<file path="config.mk">
export PLATFORM = sky130hd
export DESIGN_NAME = pll_ndiv_stage
export DESIGN_NICKNAME = d
export VERILOG_FILES = /design/src/rtl/pll_sel_pkg.sv /design/src/rtl/pll_ctl_regs.sv /design/src/rtl/pll_n_stage.sv /design/src/rtl/pll_src_mux.sv /design/src/rtl/pll_ndiv_stage.sv
export SDC_FILE = /design/constraint.sdc
export NUM_CORES = 1
export LEC_CHECK = 0
export BUFFER_PORTS_ARGS = -buffer_cell sky130_fd_sc_hd__buf_2
export CAP_MARGIN = 20
export CORE_UTILIZATION = 26
export DETAILED_ROUTE_END_ITERATION = 6
export PLACE_DENSITY = 0.51
export SYNTH_ARGS = -nofsm -noshare
export SYNTH_HDL_FRONTEND = slang
export SYNTH_SLANG_ARGS = --single-unit
export TNS_END_PERCENT = 100
</file>
<file path="constraint.sdc">
create_clock -name clk -period 2.5 [get_ports clk]
set_input_delay 0 -clock clk [delete_from_list [all_inputs] [get_ports clk]]
set_output_delay 0 -clock clk [all_outputs]
set_load 0.02 [all_outputs]
</file>
<file path="src/rtl/pll_sel_pkg.sv">
package pll_sel_pkg;

    localparam int BYTE_W = 8;
    localparam int ADDR_W = 3;

    typedef enum logic [ADDR_W-1:0] {
        A_CPU_CTL = 3'd0,
        A_CPU_NHI = 3'd1,
        A_CPU_NLO = 3'd2,
        A_AP_CTL  = 3'd3,
        A_AP_NHI  = 3'd4,
        A_AP_NLO  = 3'd5
    } reg_addr_e;

    // processor control byte, MSB first
    typedef struct packed {
        logic       nprog_en;
        logic [2:0] code;
        logic [2:0] band;
        logic       src_sw;
    } cpu_ctl_t;

    // AGP/PCI control byte, MSB first
    typedef struct packed {
        logic [2:0] unused;
        logic       nprog_en;
        logic [2:0] code;
        logic       src_sw;
    } ap_ctl_t;

    typedef struct packed {
        logic [2:0] band;
        logic [2:0] code;
    } cpu_sel_t;

    typedef struct packed {
        logic       fixed;
        logic [2:0] code;
    } ap_sel_t;

    localparam int N_CH   = 2;
    localparam int CH_CPU = 0;
    localparam int CH_AP  = 1;

    function automatic logic [2:0] strap_band(input logic [1:0] fs);
        return {1'b0, fs};
    endfunction

endpackage

</file>
<file path="src/rtl/pll_ctl_regs.sv">
module pll_ctl_regs
    import pll_sel_pkg::*;
(
    input  logic              clk,
    input  logic              rst,
    input  logic [1:0]        fs_strap_i,
    input  logic              wr_en_i,
    input  logic [ADDR_W-1:0] wr_addr_i,
    input  logic [BYTE_W-1:0] wr_data_i,
    output cpu_ctl_t          cpu_ctl_o,
    output ap_ctl_t           ap_ctl_o,
    output logic [1:0]        strap_o,
    output logic [N_CH-1:0]   hi_we_o,
    output logic [N_CH-1:0]   lo_we_o,
    output logic [N_CH-1:0]   nprog_en_o
);

    cpu_ctl_t   cpu_ctl_q;
    ap_ctl_t    ap_ctl_q;
    logic [1:0] strap_q;

    always_ff @(posedge clk) begin
        if (rst) begin
            cpu_ctl_q <= '0;
            ap_ctl_q  <= '0;
            strap_q   <= fs_strap_i;
        end else if (wr_en_i) begin
            if (wr_addr_i == A_CPU_CTL) cpu_ctl_q <= cpu_ctl_t'(wr_data_i);
            if (wr_addr_i == A_AP_CTL)  ap_ctl_q  <= ap_ctl_t'(wr_data_i);
        end
    end

    always_comb begin
        hi_we_o[CH_CPU] = wr_en_i && (wr_addr_i == A_CPU_NHI);
        lo_we_o[CH_CPU] = wr_en_i && (wr_addr_i == A_CPU_NLO);
        hi_we_o[CH_AP]  = wr_en_i && (wr_addr_i == A_AP_NHI);
        lo_we_o[CH_AP]  = wr_en_i && (wr_addr_i == A_AP_NLO);
        nprog_en_o[CH_CPU] = cpu_ctl_q.nprog_en;
        nprog_en_o[CH_AP]  = ap_ctl_q.nprog_en;
    end

    assign cpu_ctl_o = cpu_ctl_q;
    assign ap_ctl_o  = ap_ctl_q;
    assign strap_o   = strap_q;

endmodule

</file>
<file path="src/rtl/pll_n_stage.sv">
module pll_n_stage
    import pll_sel_pkg::*;
#(
    parameter int          N_W   = 10,
    parameter logic [N_W-1:0] N_RST = 10'h12A
) (
    input  logic              clk,
    input  logic              rst,
    input  logic              hi_we_i,
    input  logic              lo_we_i,
    input  logic              nprog_en_i,
    input  logic [BYTE_W-1:0] wdata_i,
    output logic [N_W-1:0]    n_o,
    output logic              load_o
);

    localparam int HI_W = N_W - BYTE_W;

    logic [HI_W-1:0] shadow_hi_q;
    logic [N_W-1:0]  n_q;
    logic            load_q;

    always_ff @(posedge clk) begin
        if (rst) begin
            shadow_hi_q <= N_RST[N_W-1:BYTE_W];
            n_q         <= N_RST;
            load_q      <= 1'b0;
        end else begin
            load_q <= 1'b0;
            if (hi_we_i) shadow_hi_q <= wdata_i[HI_W-1:0];
            if (lo_we_i && nprog_en_i) begin
                n_q    <= {shadow_hi_q, wdata_i};
                load_q <= 1'b1;
            end
        end
    end

    assign n_o    = n_q;
    assign load_o = load_q;

endmodule

</file>
<file path="src/rtl/pll_src_mux.sv">
module pll_src_mux
    import pll_sel_pkg::*;
(
    input  cpu_ctl_t   cpu_ctl_i,
    input  ap_ctl_t    ap_ctl_i,
    input  logic [1:0] strap_i,
    output cpu_sel_t   cpu_sel_o,
    output ap_sel_t    ap_sel_o
);

    always_comb begin
        cpu_sel_o.code = cpu_ctl_i.code;
        cpu_sel_o.band = cpu_ctl_i.src_sw ? cpu_ctl_i.band : strap_band(strap_i);
        ap_sel_o.fixed = !ap_ctl_i.src_sw;
        ap_sel_o.code  = ap_ctl_i.src_sw ? ap_ctl_i.code : 3'b000;
    end

endmodule

</file>
<file path="src/rtl/pll_ndiv_stage.sv">
module pll_ndiv_stage
    import pll_sel_pkg::*;
#(
    parameter int             N_W   = 10,
    parameter logic [N_W-1:0] N_RST = 10'h12A
) (
    input  logic              clk,
    input  logic              rst,
    input  logic [1:0]        fs_strap_i,
    input  logic              wr_en_i,
    input  logic [ADDR_W-1:0] wr_addr_i,
    input  logic [BYTE_W-1:0] wr_data_i,
    output logic [5:0]        cpu_sel_o,
    output logic              ap_fixed_o,
    output logic [2:0]        ap_sel_o,
    output logic [N_W-1:0]    cpu_n_o,
    output logic              cpu_n_load_o,
    output logic [N_W-1:0]    ap_n_o,
    output logic              ap_n_load_o
);

    cpu_ctl_t        cpu_ctl;
    ap_ctl_t         ap_ctl;
    logic [1:0]      strap;
    logic [N_CH-1:0] hi_we, lo_we, nprog_en, load;
    logic [N_W-1:0]  n_val [N_CH];
    cpu_sel_t        cpu_sel;
    ap_sel_t         ap_sel;

    pll_ctl_regs u_regs (
        .clk        (clk),
        .rst        (rst),
        .fs_strap_i (fs_strap_i),
        .wr_en_i    (wr_en_i),
        .wr_addr_i  (wr_addr_i),
        .wr_data_i  (wr_data_i),
        .cpu_ctl_o  (cpu_ctl),
        .ap_ctl_o   (ap_ctl),
        .strap_o    (strap),
        .hi_we_o    (hi_we),
        .lo_we_o    (lo_we),
        .nprog_en_o (nprog_en)
    );

    for (genvar c = 0; c < N_CH; c++) begin : g_ch
        pll_n_stage #(.N_W(N_W), .N_RST(N_RST)) u_stage (
            .clk        (clk),
            .rst        (rst),
            .hi_we_i    (hi_we[c]),
            .lo_we_i    (lo_we[c]),
            .nprog_en_i (nprog_en[c]),
            .wdata_i    (wr_data_i),
            .n_o        (n_val[c]),
            .load_o     (load[c])
        );
    end

    pll_src_mux u_mux (
        .cpu_ctl_i (cpu_ctl),
        .ap_ctl_i  (ap_ctl),
        .strap_i   (strap),
        .cpu_sel_o (cpu_sel),
        .ap_sel_o  (ap_sel)
    );

    assign cpu_sel_o    = cpu_sel;
    assign ap_fixed_o   = ap_sel.fixed;
    assign ap_sel_o     = ap_sel.code;
    assign cpu_n_o      = n_val[CH_CPU];
    assign cpu_n_load_o = load[CH_CPU];
    assign ap_n_o       = n_val[CH_AP];
    assign ap_n_load_o  = load[CH_AP];

endmodule

</file>
; ---- After elaboration in Yosys (flattened, before gate mapping)
; Cells that the tools add are included.
[classes]
n_div = 0
bitwise = 0
n_shift = 0
add_sub_neg = 0
eq_ne = 5
muxes = 4
n_reduce_logical = 10
n_mul = 0
magnitude_cmp = 0
[op_table]
columns = op, n
row1 = equality test 3 x 2 -> 1 bit (second input constant), 2
row2 = equality test 3 bit (second input constant), 2
row3 = logical AND 1 bit, 6
row4 = 2-to-1 mux 3 bit, 2
row5 = AND reduction 2 bit, 2
row6 = equality test 3 x 1 -> 1 bit (second input constant), 1
row7 = zero test 3 bit, 1
row8 = 2-to-1 mux 1 bit, 2
row9 = zero test 1 bit, 1
[totals]
word_cells = 33
in_bits = 16
romBits = 0
ram_bits = 0
latchBits = 0
n_memories = 0
register_bits = 41
output_inout_bits = 32

; ---- Logic depth before layout (Yosys ltp)
[depth]
ltp_word = 4
mapped_depth = 5
ltp_nobuf = 3

; ---- Hierarchy
; Synthesis repeated with hierarchy kept, for this count alone.
[hier_totals]
cells_unflattened = 181
hier_area_um2 = 1913.1
[modules_own_cells]
columns = mod, n_inst, area_each_um2, seq_area_each_um2, cells_each
row1 = pll_n_stage, 2, 501.7, 260.2, 48
row2 = pll_ctl_regs, 1, 828.3, 380.4, 75
row3 = pll_src_mux, 1, 81.3, 0.0, 10

; ---- Worst setup path after synthesis
; Ideal clock, no wire load.
[synth_timing]
path_type = register to register
from = reg u_regs.cpu_ctl_q (netlist bit u_regs.cpu_ctl_o[7])
to = reg g_ch[0].u_stage.n_q[1]
path_buffers = 1
setup_ns = 0.072
path_stages_with_launch = 5
synth_period_minus_slack_ns = 1.052
arrival_ns = 0.980
required_ns = 2.428
path_slack_ns = 1.448
path_cell_list = dfxtp_1 > nand2_1 > nor4b_2 > buf_4 > mux2i_1
[synth_between]
elab_chain_len = 1
[synth_rtl]
columns = item, line_no
row1 = "start, declared", pll_ctl_regs.sv:18  ; cpu_ctl_t cpu_ctl_q;
row2 = "start signal, assigned", pll_ctl_regs.sv:28  ; if (wr_addr_i == A_CPU_CTL) cpu_ctl_q <= cpu_ctl_t'(wr_data_i);
row3 = logical AND 1 bit, pll_n_stage.sv:31  ; if (lo_we_i && nprog_en_i) begin
row4 = "end signal, assigned", pll_n_stage.sv:32  ; n_q <= {shadow_hi_q, wdata_i};
row5 = "end, declared", pll_n_stage.sv:20  ; logic [N_W-1:0] n_q;
; No other way between the ends.
; A chain may end at the register's enable or synchronous reset.

; ---- Worst setup path after layout
[layout_timing]
from = reg u_regs.ap_ctl_q (netlist bit u_regs.ap_ctl_o[4])
to = reg g_ch[1].u_stage.n_q[6]
[layout_between]
elab_chain_len = 1
[layout_rtl]
columns = item, line_no
row1 = "start, declared", pll_ctl_regs.sv:19  ; ap_ctl_t ap_ctl_q;
row2 = "start signal, assigned", pll_ctl_regs.sv:29  ; if (wr_addr_i == A_AP_CTL) ap_ctl_q <= ap_ctl_t'(wr_data_i);
row3 = logical AND 1 bit, pll_n_stage.sv:31
row4 = "end signal, assigned", pll_n_stage.sv:32
row5 = "end, declared", pll_n_stage.sv:20
; No other way between the ends.

==> impl_metrics.csv <==
group,metric,value,unit
run_status,status,"completed",
synth,ys_ff_latch,41,
timing,report.final.hold_viol_count,0,
routing,via_count,1269,
floorplan,die_w,82.1,um
global_routing,grt_max_degree,55,
layout,final_common_cell,"buf_2",
worst_setup_path,required,2.71,ns
routing,ant_nets,0,
timing,fin_crit_sh,0.500,
synth,synth_edf_count,2,
run,drv_cap,0,
floorplan,rows,28,
place,hpwl,2.52,mm
worst_setup_path,critPathTopFamily,"simple AND/OR/NAND/NOR gates",
layout,diodes,0,
routing,drc_errors,0,
routing,wire_per_inst,12.4,um
place,gp_congestion,0.694,
power,ir_drop,0.000272,V
timing,slew_headroom,0.453,
timing,setup_viol,0,
cts,cts_tree,"yes",
cts,clkSinkCount,41,
routing,via_per_inst,4.30,
hold_path,hold_class,"primary input to flop",
worst_setup_path,startpoint_type,"flop",
worst_setup_path,cp_num_buf_inv,0,
synth,netlist_area,0.00167,sq mm
layout,mostFrequentLayoutCells,"buf_2 (47), dfxtp_1 (39), mux2i_1 (23), nand2b_1 (19), nor2_1 (18)",
routing,drt_first_iter_violations,61,
place,port_buffers,47,
cts,cts_buffer_depth,2,
timing,timing.fmax,799,MHz
global_routing,grt_pass1_wl,5.82,mm
floorplan,ios,48,
cts,root_buffer,"clkbuf_8",
layout,nets,235,
global_routing,antenna_found_initial,0,
cts,clk_latency,0.29,ns
worst_setup_path,crit_path_top_delay_cell,"nand4_1",
worst_setup_path,crit_path_end_kind,"flop",
worst_setup_path,path_max_fanout,9,
floorplan,start_util,0.275,
cts,htreeDepth,2,
timing,rsz0062_at_grt,"false",
synth,ys_types,27,
synth,synth_fp_nets,183,
timing,min_period,1.25,ns
layout,syn2layout_area_growth,26.2,%
synth,syn_inst,167,
cts,cts_resized,0,
worst_setup_path,critPathArrivalTime,1.47,ns
layout,drive_gt1_frac,0.273,
synth,ys.flop_type,"dfxtp_1",
power,power_density,560,mW/mm^2
worst_setup_path,timing.rr.start,"u_regs.ap_ctl_o[4]",
timing,fin_skew,0.00576,ns
floorplan,die_h,82.1,um
worst_setup_path,cp-startpoint,"u_regs.ap_ctl_o[4]",
synth,syn_avg_cell_area,9.99,sq um
global_routing,grt_usage,0.119,
synth,ys_seq_area_frac,0.504,
floorplan,die_area,0.00674,sq mm
routing,drt-pass1-iter-count,4,
global_routing,grt_pass1_vias,1155,
cts,path_clk_slew,0.08,ns
timing,setup_tns,0,ns
cts,cts-buffers-inserted,5,
hold_path,hp-start,"wr_data_i[1]",
global_routing,grt_remaining_overflow,0,
power,finalPower,1180,uW
synth,async_flop_share,0,
routing,totalWireLength,3.67,mm
timing,worst_pin_slew,0.821,ns
worst_setup_path,path_cells,"nand4_1, mux2i_1",
floorplan,core,0.00606,sq mm
synth,synth_warnings,0,
worst_setup_path,worstSetupPathType,"flop to flop",
worst_setup_path,crit_path_max_incr_delay,0.50,ns
power,power_leakage,0.000887,uW
timing,final_max_slew_viol_count,0,
==> cell usage after synthesis, types with 2 or more instances <==
master / instances / area share
nand2b_1: 19 / 0.071
buf_2: 3 / 0.0090
edfxtp_1: 2 / 0.036
mux2_2: 2 / 0.013
nor2b_1: 3 / 0.011
and2_1: 4 / 0.015
a21oi_1: 9 / 0.027
dfxtp_1: 39 / 0.47
nand2_1: 17 / 0.038
nand3b_1: 4 / 0.018
o21ai_0: 4 / 0.012
mux2i_1: 23 / 0.14
clkbuf_1: 4 / 0.0090
buf_4: 4 / 0.018
nor2_1: 18 / 0.040
==> per-stage QoR <==
| step | utilization | cell area, sq um | instances | setup WS [ns] | hold slack [ns] |
|---|---|---|---|---|---|
| floorplan | - | 1670 | 167 | 1.45 | 0.0989 |
| global placement | 0.319 | 1930 | 278 | 1.23 | 0.182 |
| detailed placement | 0.319 | 1930 | 278 | 1.19 | 0.182 |
| CTS | 0.348 | 2110 | 295 | 1.21 | 0.00848 |
| global route | 0.348 | 2110 | 295 | 1.10 | 0.0148 |
| finish | 0.348 | 2110 | 295 | 1.25 | 0.0142 |
==> worst paths after layout <==
check | to | slack (ns) | cells after the start
max | g_ch[1].u_stage.n_o[6] | 1.25 | 2
max reg2reg | g_ch[1].u_stage.n_o[6] | 1.25 | 2
min reg2reg | u_regs.cpu_ctl_o[6] | 0.45 | 2
min | u_regs.cpu_ctl_o[1] | 0.01 | 3
==> worst min-delay path, cell delays in order <==
cell	delay, ns
buf_2	0.14
nand2_1	0.07
a21oi_1	0.05
==> routing by layer <==
metal,vias up,global-route usage,share of wire
li1,663,-,-
met1,567,0.162,0.51
met2,35,0.168,0.42
met3,4,0.0462,0.059
met4,0,0.0421,0.0098
met5,-,0,0
==> registers in the layout (all words and copies together), names as in the netlist <==
signal and count:
g_ch.u_stage.load_o 2, u_regs.ap_ctl_o 5, g_ch.u_stage.n_o 20, u_regs.cpu_ctl_o 8
u_regs.strap_o 2, g_ch.u_stage.shadow_hi_q 4
==> cell type report <==
type | count | area, sq um
fillers | 649 | 3950
flip-flops and latches | 41 | 841
multi-input cells | 113 | 753
repair buffers | 57 | 333
well taps | 75 | 93.8
clock buffers | 6 | 72.6
clock inverters | 2 | 10.0
inverters | 1 | 3.75
==> power by group <==
group	total (uW)	switching (uW)	internal (uW)
Clock	421	227	194
Combinational	88.6	48.5	40.1
Sequential	671	4.07	667
Total	1180	280	900
==> logic make-up (layout without fill, tap and decap cells) <==
| group | Yosys count | count (layout) | share of synthesized area |
|---|---|---|---|
| AO/OA/AOI/OAI | 14 | 14 | 0.0442 |
| AND/OR/NAND/NOR | 74 | 74 | 0.256 |
| multiplexers | 25 | 25 | 0.151 |
| buffers and inverters | 13 | 66 | 0.0450 |
| flip-flops | 41 | 41 | 0.504 |
==> repair_timing <==
action,4_1_cts,5_1_grt
endpoints found under the hold margin,10,0
endpoints found under the setup margin,0,0
hold buffers,9,0
buffers inserted,0,0
Note: power is estimated with default switching activity, not from simulation.
